$ cat config.mk
export PLATFORM = sky130hd
export DESIGN_NAME = adaptive_buf_alloc
export DESIGN_NICKNAME = d
export VERILOG_FILES = /design/src/rtl/abal_pkg.sv /design/src/rtl/abal_interval_timer.sv /design/src/rtl/abal_mech_counters.sv /design/src/rtl/abal_realloc.sv /design/src/rtl/abal_lookahead.sv /design/src/rtl/adaptive_buf_alloc.sv
export SDC_FILE = /design/constraint.sdc
export NUM_CORES = 1
export LEC_CHECK = 0
export BUFFER_PORTS_ARGS = -buffer_cell sky130_fd_sc_hd__clkbuf_2
export CELL_PAD_IN_SITES_DETAIL_PLACEMENT = 1
export CELL_PAD_IN_SITES_GLOBAL_PLACEMENT = 1
export CORE_MARGIN = 8
export CORE_UTILIZATION = 25
export CTS_CLUSTER_DIAMETER = 100
export DETAILED_ROUTE_END_ITERATION = 8
export HOLD_SLACK_MARGIN = 0.1
export PLACE_DENSITY_LB_ADDON = 0.25
export SETUP_SLACK_MARGIN = 0.05
export SYNTH_ARGS = -nofsm -noshare
export SYNTH_HDL_FRONTEND = slang
export SYNTH_SLANG_ARGS = --single-unit
$ cat constraint.sdc
create_clock -name clk -period 14.2 [get_ports clk]
set_clock_uncertainty 0.15 [all_clocks]
set_input_delay 0 -clock clk [delete_from_list [all_inputs] [get_ports clk]]
set_output_delay 0 -clock clk [all_outputs]
set_load 0.01 [all_outputs]
$ cat src/rtl/abal_pkg.sv
package abal_pkg;
  localparam int ADDR_W       = 4;
  localparam int REG_W        = 16;
  localparam int REG_INTERVAL = 0;
  localparam int REG_LOOKAHD  = 1;
  localparam int REG_MISS0    = 2;
  localparam int REG_STALL0   = 5;
  localparam int REG_OWNMAP   = 8;
  localparam int REG_HIST     = 9;
  localparam int PF_IDX       = 1;
endpackage

$ cat src/rtl/abal_interval_timer.sv
module abal_interval_timer #(
  parameter int CW    = 16,
  parameter int T_RST = 64
) (
  input  logic          clk,
  input  logic          rst_n,
  input  logic          len_we,
  input  logic [CW-1:0] len_wdata,
  output logic [CW-1:0] interval_len,
  output logic          boundary
);
  logic [CW-1:0] tick;

  // lengths 0 and 1 both close the window every cycle
  assign boundary = !len_we &&
                    (({1'b0, tick} + (CW+1)'(1)) >= {1'b0, interval_len});

  always_ff @(posedge clk or negedge rst_n) begin
    if (!rst_n) begin
      interval_len <= CW'(T_RST);
      tick         <= '0;
    end else if (len_we) begin
      interval_len <= len_wdata;
      tick         <= '0;
    end else if (boundary) begin
      tick <= '0;
    end else begin
      tick <= tick + CW'(1);
    end
  end
endmodule

$ cat src/rtl/abal_mech_counters.sv
module abal_mech_counters #(
  parameter int CW = 16
) (
  input  logic          clk,
  input  logic          rst_n,
  input  logic          clear,
  input  logic          miss_in,
  input  logic          stall_in,
  output logic [CW-1:0] miss_cnt,
  output logic [CW-1:0] stall_cnt,
  output logic [CW-1:0] stall_nxt
);
  logic [CW-1:0] miss_nxt;

  // saturating increments
  assign miss_nxt  = (miss_in  && miss_cnt  != '1) ? miss_cnt  + CW'(1) : miss_cnt;
  assign stall_nxt = (stall_in && stall_cnt != '1) ? stall_cnt + CW'(1) : stall_cnt;

  always_ff @(posedge clk or negedge rst_n) begin
    if (!rst_n) begin
      miss_cnt  <= '0;
      stall_cnt <= '0;
    end else if (clear) begin
      miss_cnt  <= '0;
      stall_cnt <= '0;
    end else begin
      miss_cnt  <= miss_nxt;
      stall_cnt <= stall_nxt;
    end
  end
endmodule

$ cat src/rtl/abal_realloc.sv
module abal_realloc #(
  parameter int N_BUF  = 8,
  parameter int N_MECH = 3,
  parameter int CW     = 16,
  localparam int OWN_W  = $clog2(N_MECH),
  localparam int IDX_W  = $clog2(N_BUF),
  localparam int CNT_W  = $clog2(N_BUF + 1),
  localparam int HIST_W = 3 * OWN_W
) (
  input  logic                    clk,
  input  logic                    rst_n,
  input  logic                    boundary,
  input  logic [N_MECH*CW-1:0]    stall_flat,
  output logic [N_BUF*OWN_W-1:0]  own_map,
  output logic [HIST_W-1:0]       hist
);
  logic [OWN_W-1:0] own_q [N_BUF];
  logic [CW-1:0]    st    [N_MECH];
  logic [OWN_W-1:0] hi, lo;
  logic [IDX_W-1:0] vb;
  logic [CNT_W-1:0] lo_cnt;
  logic             do_move;

  for (genvar m = 0; m < N_MECH; m++) begin : g_st
    assign st[m] = stall_flat[m*CW +: CW];
  end
  for (genvar b = 0; b < N_BUF; b++) begin : g_map
    assign own_map[b*OWN_W +: OWN_W] = own_q[b];
  end

  always_comb begin
    hi = '0;
    lo = '0;
    for (int m = 1; m < N_MECH; m++) begin
      if (st[m] > st[hi]) hi = OWN_W'(m);
      if (st[m] < st[lo]) lo = OWN_W'(m);
    end
    lo_cnt = '0;
    vb     = '0;
    for (int b = 0; b < N_BUF; b++) begin
      if (own_q[b] == lo) begin
        lo_cnt = lo_cnt + CNT_W'(1);
        vb     = IDX_W'(b);
      end
    end
    do_move = boundary && (st[hi] != st[lo]) && (lo_cnt > CNT_W'(1));
  end

  always_ff @(posedge clk or negedge rst_n) begin
    if (!rst_n) begin
      for (int b = 0; b < N_BUF; b++) own_q[b] <= OWN_W'((b * N_MECH) / N_BUF);
      hist <= '0;
    end else if (do_move) begin
      own_q[vb] <= hi;
      hist      <= {hist[HIST_W-OWN_W-1:0], hi};
    end
  end
endmodule

$ cat src/rtl/abal_lookahead.sv
module abal_lookahead #(
  parameter int LA_MIN = 1,
  parameter int LA_MAX = 4,
  parameter int LA_RST = 2,
  parameter int DW     = 16,
  localparam int LA_W  = $clog2(LA_MAX + 1)
) (
  input  logic            clk,
  input  logic            rst_n,
  input  logic            boundary,
  input  logic            restart,
  input  logic            pf_full,
  input  logic            pf_stall,
  input  logic            pf_stall_nz,
  input  logic            sw_we,
  input  logic [DW-1:0]   sw_data,
  output logic [LA_W-1:0] la
);
  logic            press_q, press_nxt;
  logic [LA_W-1:0] sw_clamp;

  assign press_nxt = press_q || (pf_full && pf_stall);

  always_comb begin
    if (sw_data < DW'(LA_MIN))      sw_clamp = LA_W'(LA_MIN);
    else if (sw_data > DW'(LA_MAX)) sw_clamp = LA_W'(LA_MAX);
    else                            sw_clamp = sw_data[LA_W-1:0];
  end

  always_ff @(posedge clk or negedge rst_n) begin
    if (!rst_n) begin
      press_q <= 1'b0;
      la      <= LA_W'(LA_RST);
    end else begin
      press_q <= (boundary || restart) ? 1'b0 : press_nxt;
      if (sw_we) begin
        la <= sw_clamp;
      end else if (boundary) begin
        if (press_nxt) begin
          if (la < LA_W'(LA_MAX)) la <= la + LA_W'(1);
        end else if (!pf_stall_nz) begin
          if (la > LA_W'(LA_MIN)) la <= la - LA_W'(1);
        end
      end
    end
  end
endmodule

$ cat src/rtl/adaptive_buf_alloc.sv
module adaptive_buf_alloc
  import abal_pkg::*;
#(
  parameter int N_BUF  = 8,
  parameter int N_MECH = 3,
  parameter int CW     = 16,
  parameter int T_RST  = 64,
  parameter int LA_MIN = 1,
  parameter int LA_MAX = 4,
  parameter int LA_RST = 2,
  localparam int OWN_W = $clog2(N_MECH),
  localparam int LA_W  = $clog2(LA_MAX + 1),
  localparam int MAP_W = N_BUF * OWN_W
) (
  input  logic              clk,
  input  logic              rst_n,
  input  logic [N_MECH-1:0] miss_evt,
  input  logic [N_MECH-1:0] stall_evt,
  input  logic              pf_full,
  input  logic              cfg_we,
  input  logic [ADDR_W-1:0] cfg_addr,
  input  logic [REG_W-1:0]  cfg_wdata,
  input  logic [ADDR_W-1:0] rd_addr,
  output logic [REG_W-1:0]  rd_data,
  output logic [MAP_W-1:0]  own_map,
  output logic [LA_W-1:0]   lookahead
);
  localparam int HIST_W = 3 * OWN_W;

  logic                 len_we, la_we, boundary, clear;
  logic [CW-1:0]        interval_len;
  logic [CW-1:0]        miss_cnt  [N_MECH];
  logic [CW-1:0]        stall_cnt [N_MECH];
  logic [N_MECH*CW-1:0] stall_nxt_flat;
  logic [HIST_W-1:0]    hist;

  assign len_we = cfg_we && (cfg_addr == ADDR_W'(REG_INTERVAL));
  assign la_we  = cfg_we && (cfg_addr == ADDR_W'(REG_LOOKAHD));
  assign clear  = boundary || len_we;

  abal_interval_timer #(.CW(CW), .T_RST(T_RST)) timer_i (
    .clk(clk), .rst_n(rst_n), .len_we(len_we), .len_wdata(CW'(cfg_wdata)),
    .interval_len(interval_len), .boundary(boundary)
  );

  for (genvar m = 0; m < N_MECH; m++) begin : g_mech
    abal_mech_counters #(.CW(CW)) cnt_i (
      .clk(clk), .rst_n(rst_n), .clear(clear),
      .miss_in(miss_evt[m]), .stall_in(stall_evt[m]),
      .miss_cnt(miss_cnt[m]), .stall_cnt(stall_cnt[m]),
      .stall_nxt(stall_nxt_flat[m*CW +: CW])
    );
  end

  abal_realloc #(.N_BUF(N_BUF), .N_MECH(N_MECH), .CW(CW)) realloc_i (
    .clk(clk), .rst_n(rst_n), .boundary(boundary),
    .stall_flat(stall_nxt_flat), .own_map(own_map), .hist(hist)
  );

  abal_lookahead #(.LA_MIN(LA_MIN), .LA_MAX(LA_MAX), .LA_RST(LA_RST), .DW(REG_W)) la_i (
    .clk(clk), .rst_n(rst_n), .boundary(boundary), .restart(len_we),
    .pf_full(pf_full), .pf_stall(stall_evt[PF_IDX]),
    .pf_stall_nz(stall_nxt_flat[PF_IDX*CW +: CW] != '0),
    .sw_we(la_we), .sw_data(cfg_wdata), .la(lookahead)
  );

  always_comb begin
    rd_data = '0;
    case (rd_addr)
      ADDR_W'(REG_INTERVAL): rd_data = REG_W'(interval_len);
      ADDR_W'(REG_LOOKAHD):  rd_data = REG_W'(lookahead);
      ADDR_W'(REG_OWNMAP):   rd_data = REG_W'(own_map);
      ADDR_W'(REG_HIST):     rd_data = REG_W'(hist);
      default: begin
        for (int m = 0; m < N_MECH; m++) begin
          if (rd_addr == ADDR_W'(REG_MISS0 + m))  rd_data = REG_W'(miss_cnt[m]);
          if (rd_addr == ADDR_W'(REG_STALL0 + m)) rd_data = REG_W'(stall_cnt[m]);
        end
      end
    endcase
  end
endmodule

After elaboration in Yosys (flattened, before gate mapping)
Cells that the tools add are included.

Reduce and logical (&&, ||, !) cells: 25. Muxes and demuxes: 64. Magnitude comparators: 16. Bitwise gates (word level): 5. Add/subtract/negate cells: 17. Equality and inequality tests: 27.

Operators with widths (number): 16-bit two-way mux (28); 16-bit binary-select mux with 2-bit select (4); 16-bit by 1-bit adder with 16-bit output (second input constant) (7); 16-bit inequality test (second input constant) (6); 16-bit case mux with 4 select lines (1); 3-bit two-way mux (12); 16-bit greater-than comparator (2); 16-bit less-than comparator (2); 4-bit two-way mux (7); 4-bit by 1-bit adder with 4-bit output (second input constant) (6); 16-bit by 1-bit adder with 17-bit output (second input constant) (1); 17-bit by 16-bit >= comparator with 1-bit output (1); 16-bit bitwise mux (1); 2-bit equality test (8); 4-bit by 3-bit equality test with 1-bit output (second input constant) (4); 16-bit by 3-bit greater-than comparator with 1-bit output (second input constant) (1); 16-bit by 1-bit less-than comparator with 1-bit output (second input constant) (1); 16-bit inequality test (1); 16-bit nonzero test (1); 1-bit logical AND (13); 3-bit >= comparator (second input constant) (4); 2-bit two-way mux (5); 4-bit by 1-bit equality test with 1-bit output (second input constant) (2); 4-bit by 2-bit equality test with 1-bit output (second input constant) (2); other kinds (22) (34).

Output and inout bits: 35. Word-level logic and storage cells: 173. Register bits: 154. Bits of input ports: 34.

Depth between registers and ports, before layout
Depth in word-level cells: 29. Mapped depth: 49. Depth with buffers taken out: 45.

By module
A second synthesis with hierarchy kept.

Cell total of the unflattened synthesis: 1608. Area, all modules: 14094.8 µm².

Modules (own cells, without submodules): abal_mech_counters (area an instance 2078.2 µm², cells an instance 222, seq. area each 800.8 µm², instances 3); abal_realloc (area an instance 4196.5 µm², cells an instance 512, seq. area each 556.8 µm², instances 1); abal_interval_timer (area an instance 1909.3 µm², cells an instance 184, seq. area each 802.0 µm², instances 1); adaptive_buf_alloc (area an instance 1388.8 µm², cells an instance 204, seq. area each 0.0 µm², instances 1); abal_lookahead (area an instance 365.4 µm², cells an instance 42, seq. area each 101.3 µm², instances 1).

Worst setup path after synthesis
No wires, ideal clock.

Path type: reg-to-reg. Start point: reg g_mech[1].cnt_i.stall_cnt[0]. End point: reg realloc_i.own_q, in the netlist realloc_i.own_map[11]. Arrival: 9.924 ns. Stages on the path, launching flop included: 47. Library setup time: 0.128 ns. Path buffers: 5. Period minus slack after synthesis: 10.201 ns. Data required time: 13.922 ns. Slack: 3.999 ns. Cell sequence: dfrtp_1 > ha_1 > and4_1 > and4_1 > or3_1 > xor2_1 > inv_1 > ha_1 > nand2_1 > nor4_1 > a21bo_2 > nand3_1 > clkbuf_1 > clkbuf_1 > clkbuf_1 > o21ai_0 > ha_1 > nand2_1 > (+11 left out) > or2_2 > nand2_1 > xor2_1 > mux2i_1 > ha_1 > nand2_1 > o31ai_1 > a31oi_1 > o21ai_0 > ha_1 > nor3b_1 > mux2i_1 > nor2_1 > a2111oi_2 > o211ai_2 > buf_6 > nor3_4 > mux2_1.

Word-level cells in the longest chain between the ends: 29. Elaborated cells between the ends (all ways): 69. Those cells by class: add/sub: 8; order compare: 7; eq/ne: 10; mux: 35; bitwise: 5; reduce/logical: 4.

Ends and longest elaborated chain: from (decl) (line abal_mech_counters.sv:10) `output logic [CW-1:0] stall_cnt,`; from (signal assigned) (line abal_mech_counters.sv:28) `stall_cnt <= stall_nxt;`; branches (longest 2 deep; another with 16-bit by 1-bit adder with 16-bit output); 16-bit two-way mux * (line abal_mech_counters.sv:17) `assign stall_nxt = (stall_in && stall_cnt != '1) ? stall_cnt + CW'(1) : stall_cnt;`; 16-bit less-than comparator (line abal_realloc.sv:36) `if (st[m] < st[lo]) lo = OWN_W'(m);`; 1-bit two-way mux (line abal_realloc.sv:36); 1-bit inverter with 3-bit output (not written as such) (line abal_realloc.sv:36); 16-bit binary-select mux with 2-bit select (line abal_realloc.sv:36); 16-bit two-way mux (not written as such) (2 in a row) (line abal_realloc.sv:36); 16-bit less-than comparator (line abal_realloc.sv:36); (+11 left out); 4-bit by 1-bit adder with 4-bit output (line abal_realloc.sv:42) `lo_cnt = lo_cnt + CNT_W'(1);`; 4-bit two-way mux (line abal_realloc.sv:41) `if (own_q[b] == lo) begin`; 4-bit by 1-bit adder with 4-bit output (line abal_realloc.sv:42); 4-bit two-way mux (line abal_realloc.sv:41); 4-bit by 1-bit adder with 4-bit output (line abal_realloc.sv:42); 4-bit two-way mux (line abal_realloc.sv:41); 4-bit by 1-bit greater-than comparator with 1-bit output (line abal_realloc.sv:46) `do_move = boundary && (st[hi] != st[lo]) && (lo_cnt > CNT_W'(1));`; 1-bit logical AND (line abal_realloc.sv:46); to (signal, indexed assignment) (line abal_realloc.sv:54) `own_q[vb] <= hi;`; to (decl) (line abal_realloc.sv:17) `logic [OWN_W-1:0] own_q [N_BUF];`.

Every way passes the cells marked *. The select of a mux whose other input is x is not followed. A chain may end at the register's enable or synchronous reset.

Worst setup path after layout
Start point: reg g_mech[1].cnt_i.stall_cnt[0]. End point: reg realloc_i.own_q, in the netlist realloc_i.own_map[9].

Same word-level chain as after synthesis.

==> out/qor.yml <==
finalSetupViolations: 0
vdd_ir_drop_max_mv: 0.0723
postRouteAntennaNets: 0
final_common_cell: "nor2_1"
worstSetupPathType: "flip-flop to flip-flop"
gp_congestion: 0.892
nNetsFinal: 1598
cp-end-kind: "flip-flop"
cp_slowest_cell: "nand3_1"
crit_path_max_fanout: 30
via_per_inst: 5.16
worst_pin_slew_ns: 1.33
drtIter0Drc: 843
start_util: 0.253
port_buffers: 68
synth_cell_types: 89
max_freq_mhz: 81.5
rows: 79
layout_setup_ws_ns: 1.94
synth_area_leader_cell: "dfrtp_1"
pre_cts_ws_ns: 2.10
cts.sinks: 154
die_h_um: 233
drive_gt1_frac: 0.119
final_cell_mix: "nor2_1 (175), dfrtp_1 (147), nand2_1 (125)"
fin_hold_ws_ns: 0.200
grt.total_usage: 0.172
cts_tree: "done"
grt_max_degree: 68
synth_edf_count: 0
critical-path-max-stage-delay_ns: 0.68
ys.flop_type: "dfrtp_1"
vias: 10900
yosysWarnings: 0
grt_pass1_wl_um: 71400
p_per_area_nw_per_um2: 202
clockBufferDepth: 2
synth_area_leaders: "dfrtp_1 (31%), ha_1 (8.4%), xnor2_1 (7.2%)"
crit_path_frequent_cell: "ha_1"
wl_um: 46100
syn_avg_cell_area_um2: 8.59
clkLatencyLatePin_ns: 0.46
cts_resized: 0
crit_required_ns: 14.38
ios: 69
fin_tns_setup_ns: 0
arrival_ns: 12.45
syn_inst: 1376
fp.dieW_um: 233
hold_viol_final: 0
finalCriticalPeriod_ns: 12.26
hold_path_class: "input port to flip-flop"
grt_antenna_before_repair: 1
n_antenna_cell: 0
rsz0062_at_grt: "no"
p_leak_nw: 6.29
status: "finished clean"
grt_pass1_vias: 11300
ys_seq_area_frac: 0.327
crit_path_start_kind: "flip-flop"
dr.pass1.iters: 6
p_total_mw: 2.83
syn_nets: 1489
grt_overflow: 0
core_area_um2: 46700
maxSlewViolCount: 0
relSlewSlack: 0.113
post_drt_wl_per_cell_um: 21.9
die_area_um2: 54500
cts_buffers: 17
hpwl_um: 36500
syn2layout_area_growth_pct: 18.4
synth_seq_cells: 154
root_buffer: "clkbuf_16"
syn_area_um2: 11800
period_share: 0.864
synth_top_area_frac: 0.311
cts_setup_buffers: 0
cts_max_level: 4
async_flop_share: 1.00
n_fill_cell: 5520
path_clk_slew_ns: 0.07
drc_errors: 0
cap_violations: 0
-- cell usage after synthesis (all sizes together) (7+ instances only) --
library cell    n
a211oi          8
a21o           11
a21oi          51
a222oi         16
a22oi          30
and3           26
and4           16
buf             9
clkbuf         42
dfrtp         147
dfstp           7
ha             79
inv            70
mux2           22
mux2i          14
nand2         126
nand2b         15
nand3          50
nand4          52
nor2          178
nor2b          23
nor3           26
nor4           16
o21a            9
o21ai          85
or2             8
xnor2         100
xor2           49
-- routing by layer --
| layer | GRT usage | part of all wire |
|---|---|---|
| met2 | 0.275 | 0.46 |
| met5 | 0 | 0.00028 |
| met3 | 0.0245 | 0.038 |
| met4 | 0.0437 | 0.018 |
| met1 | 0.241 | 0.48 |
-- where the power goes --
part | switching [mW] | internal, mW | total, mW
Combinational | 1.07 | 0.665 | 1.74
Sequential | 0.115 | 0.508 | 0.623
Clock | 0.218 | 0.246 | 0.464
-- cell families (layout without fill, tap and decap cells) --
family | after synthesis | in the layout | share of synthesized area
and+or+nand+nor | 572 | 572 | 0.243
AOI/OAI and AO/OA | 259 | 259 | 0.145
DFF | 154 | 154 | 0.327
xor gates and xnor gates | 151 | 151 | 0.119
buffers and inverters | 122 | 244 | 0.0431
adders and majority gates | 79 | 79 | 0.0837
muxes | 39 | 39 | 0.0398
-- path summary, 6_finish.rpt --
check	from	to	slack, ns	cells past startpoint
min in group asynchronous	rst_n	g_mech[0].cnt_i.miss_cnt[11]	0.42	3
worst max register to register	g_mech[1].cnt_i.stall_cnt[0]	realloc_i.own_map[9]	1.94	42
max in group asynchronous	rst_n	g_mech[2].cnt_i.stall_cnt[7]	12.18	4
worst min-delay path	cfg_wdata[1]	timer_i.interval_len[1]	0.20	4
worst max-delay path	g_mech[1].cnt_i.stall_cnt[0]	realloc_i.own_map[9]	1.94	42
worst min register to register	timer_i.tick[0]	timer_i.tick[0]	0.41	1
-- sequential cells by signal (all words and copies together) (netlist names) --
name	count
la_i.la	3
g_mech.cnt_i.stall_cnt	48
realloc_i.own_map	16
timer_i.interval_len	16
la_i.press_q	1
timer_i.tick	16
realloc_i.hist	6
g_mech.cnt_i.miss_cnt	48
-- area by class of cell --
type | instances | area, µm² | area share
Clock buffer | 18 | 429 | 0.0307
Clock inverter | 14 | 139 | 0.00993
Inverter | 70 | 263 | 0.0188
Multi-Input combinational cell | 1100 | 7480 | 0.534
Sequential cell | 154 | 3860 | 0.276
Tap cell | 607 | 759 | 0.0543
Timing Repair Buffer | 142 | 1060 | 0.0759
-- stage by stage --
step | util | area [µm²] | instances
after floorplan | - | 11800 | 1376
after global placement | 0.275 | 12800 | 2016
after detailed placement | 0.275 | 12800 | 2016
after CTS | 0.300 | 14000 | 2105
after global routing | 0.300 | 14000 | 2105
final | 0.300 | 14000 | 2105
-- what timing repair did --
action                                  4_1_cts  5_1_grt
endpoints found under the setup margin        0        0
hold endpoints to repair                    131        0
hold buffers                                 57        0
-- worst max-delay path, delay by kind of cell, from the launching register on --
| kind | cells | cell delay, ns |
|---|---|---|
| compound gates | 11 | 3.44 |
| xor+xnor | 3 | 0.89 |
| fa+ha+maj | 7 | 2.37 |
| buf+inv | 2 | 0.35 |
| flops | 1 | 0.46 |
| mux | 3 | 0.64 |
| simple gates | 16 | 3.84 |
Power figures use the tool's default switching activity.
